File: src/rtl/scp_pkg.sv
package scp_pkg;

  typedef enum logic [1:0] {
    SCP_LOW   = 2'b00,
    SCP_BLANK = 2'b01,
    SCP_BURST = 2'b10
  } scp_level_e;

  localparam logic [1:0] SCP_SEL_NOMINAL = 2'b01;
  localparam int         SCP_SEL_CODES   = 4;

  // Signed number of steps an edge moves for a selector code; positive is later.
  function automatic int scp_step_count(input logic [1:0] sel);
    case (sel)
      2'd0:    return 1;
      2'd1:    return 0;
      2'd2:    return -1;
      default: return -2;
    endcase
  endfunction

endpackage

File: src/rtl/scp_line_timer.sv
module scp_line_timer
  import scp_pkg::*;
#(
  parameter int POS_W = 10
) (
  input  logic             clk,
  input  logic             rst,
  input  logic             href,
  input  logic [1:0]       rise_sel_in,
  input  logic [1:0]       fall_sel_in,
  output logic [POS_W-1:0] pos,
  output logic [1:0]       rise_sel,
  output logic [1:0]       fall_sel
);

  localparam logic [POS_W-1:0] POS_LAST = '1;

  // Offset within the line; stops at its maximum so a missing reference
  // never re-opens the blanking or burst windows.
  always_ff @(posedge clk) begin
    if (rst) begin
      pos <= '0;
    end else if (href) begin
      pos <= '0;
    end else if (pos != POS_LAST) begin
      pos <= pos + 1'b1;
    end
  end

  // Selector shadow: one set of edge codes per line.
  always_ff @(posedge clk) begin
    if (rst) begin
      rise_sel <= SCP_SEL_NOMINAL;
      fall_sel <= SCP_SEL_NOMINAL;
    end else if (href) begin
      rise_sel <= rise_sel_in;
      fall_sel <= fall_sel_in;
    end
  end

endmodule

File: src/rtl/scp_pulse_shaper.sv
module scp_pulse_shaper
  import scp_pkg::*;
#(
  parameter int POS_W     = 10,
  parameter int STEP_CLKS = 4,
  parameter int BG_START  = 54,
  parameter int BG_END    = 94,
  parameter int HBLK_END  = 120
) (
  input  logic             clk,
  input  logic             rst,
  input  logic [POS_W-1:0] pos,
  input  logic [1:0]       rise_sel,
  input  logic [1:0]       fall_sel,
  input  logic             vblank,
  output logic [1:0]       level_code
);

  localparam logic [POS_W-1:0] HBLK_LIMIT = POS_W'(HBLK_END);

  logic [POS_W-1:0] rise_tab [SCP_SEL_CODES];
  logic [POS_W-1:0] fall_tab [SCP_SEL_CODES];

  // One pre-computed edge position per selector code.
  for (genvar g = 0; g < SCP_SEL_CODES; g++) begin : g_edge
    localparam int RISE_AT = BG_START + STEP_CLKS * scp_step_count(2'(g));
    localparam int FALL_AT = BG_END   + STEP_CLKS * scp_step_count(2'(g));
    assign rise_tab[g] = POS_W'(RISE_AT);
    assign fall_tab[g] = POS_W'(FALL_AT);
  end

  logic [POS_W-1:0] rise_at;
  logic [POS_W-1:0] fall_at;
  logic             in_burst;
  logic             in_hblank;
  scp_level_e       level_d;
  scp_level_e       level_q;

  always_comb begin
    rise_at   = rise_tab[rise_sel];
    fall_at   = fall_tab[fall_sel];
    in_burst  = (pos >= rise_at) && (pos < fall_at);
    in_hblank = (pos < HBLK_LIMIT);
    if (in_burst) begin
      level_d = SCP_BURST;
    end else if (in_hblank || vblank) begin
      level_d = SCP_BLANK;
    end else begin
      level_d = SCP_LOW;
    end
  end

  always_ff @(posedge clk) begin
    if (rst) begin
      level_q <= SCP_LOW;
    end else begin
      level_q <= level_d;
    end
  end

  assign level_code = level_q;

endmodule

File: src/rtl/scp_field_mask.sv
module scp_field_mask #(
  parameter int LINE_W     = 10,
  parameter int EDGE_LINES = 3
) (
  input  logic clk,
  input  logic rst,
  input  logic href,
  input  logic vblank,
  input  logic mask_en,
  output logic line_mask
);

  localparam logic [LINE_W-1:0] LINE_LAST = '1;
  localparam logic [LINE_W-1:0] EDGE_N    = LINE_W'(EDGE_LINES);
  localparam logic [LINE_W:0]   EDGE_NW   = (LINE_W+1)'(EDGE_LINES);

  logic              vblank_d;
  logic              in_video;
  logic              len_valid;
  logic [LINE_W-1:0] line_cnt;
  logic [LINE_W-1:0] cur_line;
  logic [LINE_W-1:0] field_len;
  logic              head_hit;
  logic              tail_hit;
  logic              mask_q;

  always_ff @(posedge clk) begin
    if (rst) begin
      vblank_d  <= 1'b0;
      in_video  <= 1'b0;
      len_valid <= 1'b0;
      line_cnt  <= '0;
      cur_line  <= '0;
      field_len <= '0;
    end else begin
      vblank_d <= vblank;
      // Field length is latched as vertical blanking begins after video.
      if (vblank && !vblank_d && in_video) begin
        field_len <= line_cnt;
        len_valid <= 1'b1;
      end
      if (vblank) begin
        line_cnt <= '0;
        in_video <= 1'b0;
      end else if (href) begin
        cur_line <= line_cnt;
        in_video <= 1'b1;
        if (line_cnt != LINE_LAST) begin
          line_cnt <= line_cnt + 1'b1;
        end
      end
    end
  end

  always_comb begin
    head_hit = (cur_line < EDGE_N);
    tail_hit = len_valid && (({1'b0, cur_line} + EDGE_NW) >= {1'b0, field_len});
  end

  always_ff @(posedge clk) begin
    if (rst) begin
      mask_q <= 1'b0;
    end else begin
      mask_q <= mask_en && !vblank && in_video && (head_hit || tail_hit);
    end
  end

  assign line_mask = mask_q;

endmodule

File: src/rtl/scp_gen.sv
module scp_gen #(
  parameter int POS_W      = 10,
  parameter int LINE_W     = 10,
  parameter int STEP_CLKS  = 4,
  parameter int BG_START   = 54,
  parameter int BG_END     = 94,
  parameter int HBLK_END   = 120,
  parameter int EDGE_LINES = 3
) (
  input  logic       clk,
  input  logic       rst,
  input  logic       href,
  input  logic       vblank,
  input  logic [1:0] bg_rise_sel,
  input  logic [1:0] bg_fall_sel,
  input  logic       mask_en,
  output logic [1:0] scp_level,
  output logic       line_mask
);

  logic [POS_W-1:0] pos;
  logic [1:0]       rise_sel;
  logic [1:0]       fall_sel;

  scp_line_timer #(
    .POS_W(POS_W)
  ) i_timer (
    .clk        (clk),
    .rst        (rst),
    .href       (href),
    .rise_sel_in(bg_rise_sel),
    .fall_sel_in(bg_fall_sel),
    .pos        (pos),
    .rise_sel   (rise_sel),
    .fall_sel   (fall_sel)
  );

  scp_pulse_shaper #(
    .POS_W    (POS_W),
    .STEP_CLKS(STEP_CLKS),
    .BG_START (BG_START),
    .BG_END   (BG_END),
    .HBLK_END (HBLK_END)
  ) i_shaper (
    .clk       (clk),
    .rst       (rst),
    .pos       (pos),
    .rise_sel  (rise_sel),
    .fall_sel  (fall_sel),
    .vblank    (vblank),
    .level_code(scp_level)
  );

  scp_field_mask #(
    .LINE_W    (LINE_W),
    .EDGE_LINES(EDGE_LINES)
  ) i_mask (
    .clk      (clk),
    .rst      (rst),
    .href     (href),
    .vblank   (vblank),
    .mask_en  (mask_en),
    .line_mask(line_mask)
  );

endmodule

File: config.mk
export PLATFORM = sky130hd
export DESIGN_NAME = scp_gen
export DESIGN_NICKNAME = d
export VERILOG_FILES = /design/src/rtl/scp_pkg.sv /design/src/rtl/scp_line_timer.sv /design/src/rtl/scp_pulse_shaper.sv /design/src/rtl/scp_field_mask.sv /design/src/rtl/scp_gen.sv
export SDC_FILE = /design/constraint.sdc
export NUM_CORES = 1
export LEC_CHECK = 0
export BUFFER_PORTS_ARGS = -buffer_cell sky130_fd_sc_hd__buf_2
export CAP_MARGIN = 25
export CORE_ASPECT_RATIO = 0.8
export CORE_UTILIZATION = 33
export DETAILED_ROUTE_END_ITERATION = 10
export SYNTH_ARGS = -nofsm -noshare
export SYNTH_HDL_FRONTEND = slang
export SYNTH_SLANG_ARGS = --single-unit
File: constraint.sdc
create_clock -name clk -period 4.25 [get_ports clk]
set_input_delay 0.6375 -clock clk [delete_from_list [all_inputs] [get_ports clk]]
set_output_delay 0.6375 -clock clk [all_outputs]
set_load 0.03 [all_outputs]
Word-level counts from Yosys, hierarchy flattened --
Index checks and enable logic that the tools add are counted.
Word-level totals: word-level logic and storage cells 51, flip-flop bits (word level) 50, output and inout bits 3, input bits 9
Operators by class: bitwise operators 3, add/subtract/negate cells 3, muxes and demuxes 8, magnitude comparators 7, reductions and logical operators 16, equality and inequality tests 2
Operators by type and width (number):
- 10-bit binary-select mux with 2-bit select | 2
- 10-bit 2-to-1 mux | 4
- 10-bit by 1-bit adder with 10-bit output, second input constant | 2
- 10-bit != test, second input constant | 2
- 10-bit by 2-bit adder with 11-bit output, second input constant | 1
- 11-bit by 10-bit >= comparator with 1-bit output | 1
- 10-bit >= comparator | 1
- 10-bit less-than comparator | 1
- 10-bit by 2-bit less-than comparator with 1-bit output, second input constant | 1
- 10-bit by 7-bit less-than comparator with 1-bit output, second input constant | 1
- 1-bit logical AND | 7
- 3-bit >= comparator, second input constant | 2
- 2-bit inverter with 3-bit output | 2
- 2-bit OR reduction | 3
- 2-bit AND reduction | 2
- 1-bit logical NOT | 2
- 1-bit logical OR | 2
- 2-bit 2-to-1 mux | 1
- 1-bit 2-to-1 mux | 1
- 1-bit inverter | 1

Logic depth before layout (Yosys ltp) --
word-level depth 7, depth in mapped cells 9, depth with buffers taken out 9

By module --
From an unflattened synthesis, not the netlist that was laid out.
Unflattened totals: cells, all modules 307, area, all modules 2662.6 sq um
Modules (own cells, without submodules):
- scp_field_mask | instances 1, cells each 209, area an instance 1762.9 sq um
- scp_line_timer | instances 1, cells each 67, area an instance 626.9 sq um
- scp_pulse_shaper | instances 1, cells each 31, area an instance 272.8 sq um

Least setup slack after synthesis --
No wires, ideal clock.
path type reg-to-reg, from register i_mask.cur_line[0], to register i_mask.mask_q, in the netlist i_mask.line_mask, arrival 2203 ps, data required time 4120 ps, library setup time 130 ps, setup slack 1918 ps, clock period less this slack 2332 ps, cell stages (with the launch flop) 10, buffers on the path 0, path through dfxtp_1 inv_1 ha_1 or3_1 nor2_1 xor2_1 ha_1 a21o_1 a2111oi_0 a21oi_1
On the way: cells in the longest elaborated chain, start to end 5, elaborated cells between the ends (all ways) 6, those cells by class add/sub (1); order compare (2); reduce/logical (3)
RTL lines:
- start: declaration | RTL line scp_field_mask.sv:21 | logic [LINE_W-1:0] cur_line;
- start signal: assignment | RTL line scp_field_mask.sv:46 | cur_line <= line_cnt;
- 10-bit by 2-bit adder with 11-bit output | RTL line scp_field_mask.sv:57 | tail_hit = len_valid && (({1'b0, cur_line} + EDGE_NW) >= {1'b0, field_len});
- 11-bit by 10-bit >= comparator with 1-bit output | RTL line scp_field_mask.sv:57
- 1-bit logical AND | RTL line scp_field_mask.sv:57
- 1-bit logical OR * | RTL line scp_field_mask.sv:64 | mask_q <= mask_en && !vblank && in_video && (head_hit || tail_hit);
- 1-bit logical AND * | RTL line scp_field_mask.sv:64
- end signal: assignment | RTL line scp_field_mask.sv:64
- end: declaration | RTL line scp_field_mask.sv:25 | logic mask_q;
Every way passes the cells marked *; elsewhere a longest branch is shown, timed or not. A chain may end at the register's enable or synchronous reset.

Final worst setup path --
Same ends and word-level chain as after synthesis.

==> results_dict.tcl <==
set metrics [dict create \
    status "complete, no violations" \
    cts_tree "yes" \
    postRouteWirelength_um 4995 \
    place_congestion 0.7376 \
    vias_per_cell 4.735 \
    seq_area_um2 1001 \
    dr.first_iter.drc_count 60 \
    hold_violations 0 \
    drt-wirelength-per-cell_um 11.59 \
    clk_pin_slew_worst_paths_ns 0.11 \
    fin_crit_sh_pct 59.58 \
    dp_cells 423 \
    clock_path_buffers 2 \
    fin_crit_ns 2.532 \
    io_pins 12 \
    die_h_um 80.99 \
    worst_slew_pin_slew_ns 0.7430 \
    critPathBufInv 1 \
    yosys.area.top_type_share_pct 38.89 \
    post_cts_resized 0 \
    slew_headroom_pct 50.28 \
    nFillCells 804 \
    netlist_instances 322 \
    use_met2_pct 21.37 \
    setup_viol 0 \
    fin_total_pwr_w 0.0008726 \
    met3_usage_pct 2.754 \
    stdcell_count 431 \
    cp-start-kind "flip-flop" \
    synth_edf_count 0 \
    grt_pass1_wl_um 8376 \
    timing.fmax_ghz 0.3949 \
    post_cts_buffers 0 \
    pre_cts_slack_ns 1.700 \
    path_max_fanout 6 \
    critPathKind "flip-flop to flip-flop" \
    grt_usage_pct 12.99 \
    floorplan.initialDensity_pct 34.49 \
    cp.required_ns 4.45 \
    hpwlAfterDp_um 3678 \
    crit_path_top_delay_cell "or3_1" \
    end_kind "flip-flop" \
    ys_warn_count 0 \
    syn_area_per_cell_um2 7.993 \
    worst_slack_ns 1.718 \
    multi_input_area_um2 1428 \
    core_um2 7462 \
    cp_cell_sequence "inv_1 -> ha_1 -> or3_1 -> nor2_1 -> xor2_1 -> ha_1 -> a21o_1 -> a2111oi_0 -> a21oi_1" \
    ys_top_cells_by_area "dfxtp_1 (39%), ha_1 (11%), nand2_1 (9.0%), a21oi_1 (5.1%), nor2_1 (4.8%)" \
    die_area_um2 8159 \
    critPathMostFrequentCell "ha_1" \
    drc_errors 0 \
    synth_top_flop_cell "dfxtp_1" \
    crit_arrival_ns 2.73 \
    grt_antenna_before_repair 0 \
    cap_violations 0 \
    diodes 0 \
    grt_overflow 0 \
    top_usage_layer "met2" \
    num_rows 28 \
    p_leak_nw 1.061 \
    synth_nets 354 \
    die_x_um 100.7 \
    report.final.slew_viol_count 0 \
    htree_levels 2 \
    cts-root-buf "clkbuf_8" \
    hold_buffers 0 \
    power-per-cell-area_nw_per_um2 310.5 \
    hold_class "flip-flop to flip-flop" \
    async_flop_share_pct 0 \
    fin_skew_ns 0.01821 \
    ant_nets 0 \
    cts.sinks 50 \
    globalRouteMet1Util_pct 17.16 \
    ys_top_cells_by_count "nand2_1 (62), dfxtp_1 (50), nor2_1 (33), a21oi_1 (26), ha_1 (23)" \
    grt_pass1_vias 1900 \
    design_area_um2 2810 \
    numPortBuffers 11 \
    clk_latency_ns 0.31 \
    grt_max_degree 29 \
    area_delta_synth_final_pct 9.188 \
    synth_cell_types 41 \
    crit_family "compound AO/OA/AOI/OAI gates" \
    tns_ns 0 \
    fin_nets 357 \
    yosysMostFrequentCell "nand2_1" \
    first_pass_iters 4 \
    numCtsBuffers 5 \
    placed_cell_area_um2 2694 \
    synth_top_cell_by_area "dfxtp_1" \
    synth-seq-area-share_pct 38.89 \
    ys_seq_elements 50 \
    drive_gt1_share_pct 7.055 \
    vdd_drop_max_uv 131.4 \
    netlist_area_um2 2574 \
    vias 2041 \
    slowest_delay_ns 0.43 \
    rsz0062_at_grt "false" \
]
==> flip-flops by register name, indices dropped and copies added (netlist names) <==
| signal | flops |
|---|---|
| i_mask.field_len | 10 |
| i_mask.len_valid | 1 |
| i_mask.vblank_d | 1 |
| i_timer.pos | 10 |
| i_timer.rise_sel | 2 |
| i_mask.line_mask | 1 |
| i_mask.cur_line | 10 |
| i_shaper.level_code | 2 |
| i_timer.fall_sel | 2 |
| i_mask.line_cnt | 10 |
| i_mask.in_video | 1 |
==> cell type report <==
type	instances	share of cell area (%)
Inverter	21	2.805
Multi-Input combinational cell	236	50.80
Sequential cell	50	35.62
Tap cell	105	4.675
Clock inverter	3	1.692
Timing Repair Buffer	11	1.959
Clock buffer	5	2.449
==> placed cells by master (no fill, tap or decap), types with 3 or more instances in the layout <==
master    count
a211oi_1      4
a21oi_1      26
a31oi_1       3
and3_1        5
buf_2        11
clkbuf_8      5
dfxtp_1      50
ha_1         23
inv_1        21
mux2i_1       4
nand2_1      62
nand2b_1      3
nand3_1       7
nand4_1       7
nor2_1       33
nor3_1        7
o21ai_0       6
xnor2_1       9
xor2_1       11
==> logic make-up (layout without fill, tap and decap cells) <==
| family | Yosys count | after routing | synth area share (%) |
|---|---|---|---|
| adder cells (fa/ha/maj) | 23 | 23 | 11.18 |
| XOR/XNOR | 20 | 20 | 6.806 |
| AND/OR/NAND/NOR | 139 | 139 | 24.45 |
| multiplexers | 4 | 4 | 1.556 |
| buffers and inverters | 36 | 40 | 5.639 |
| AO/OA/AOI/OAI | 50 | 50 | 11.47 |
| flip-flops | 50 | 50 | 38.89 |
==> power breakdown <==
part	switching [W]	internal, W	leakage [nW]
combinational	0.0000276	0.0000152	0.598
clock	0.000172	0.000179	0.0587
sequential	0.00000479	0.000474	0.405
==> per-layer routing <==
metal  part of all wire [%]  vias up
met5                      0        -
met4                   0.92        0
met3                    3.0        6
met2                     43       21
met1                     53      925
li1                       -     1089
==> worst paths after layout <==
path                            slack [ns]  cells after the start                start             endpoint
worst max-delay path                  1.72                      9   i_mask.cur_line[0]     i_mask.line_mask
worst min-delay path                  0.46                      2  i_mask.field_len[4]  i_mask.field_len[4]
worst max register to register        1.72                      9   i_mask.cur_line[0]     i_mask.line_mask
worst min register to register        0.46                      2  i_mask.field_len[4]  i_mask.field_len[4]
==> per-stage QoR <==
step | util, % | hold slack, ns
detailed placement | 36.10 | 0.4484
finish | 37.66 | 0.4619
floorplan | - | 0.4349
global route | 37.66 | 0.4796
global placement | 36.10 | 0.4450
CTS | 37.66 | 0.4630
==> worst register-to-register path, delay by kind of cell, from the launching register on <==
kind,cells,cell delay [ns]
adder cells (fa/ha/maj),2,0.50
AO/OA/AOI/OAI,3,0.68
flip-flops,1,0.42
AND/OR/NAND/NOR,2,0.57
buffers and inverters,1,0.06
XOR/XNOR,1,0.19
Note: power is estimated with default switching activity, not from simulation.
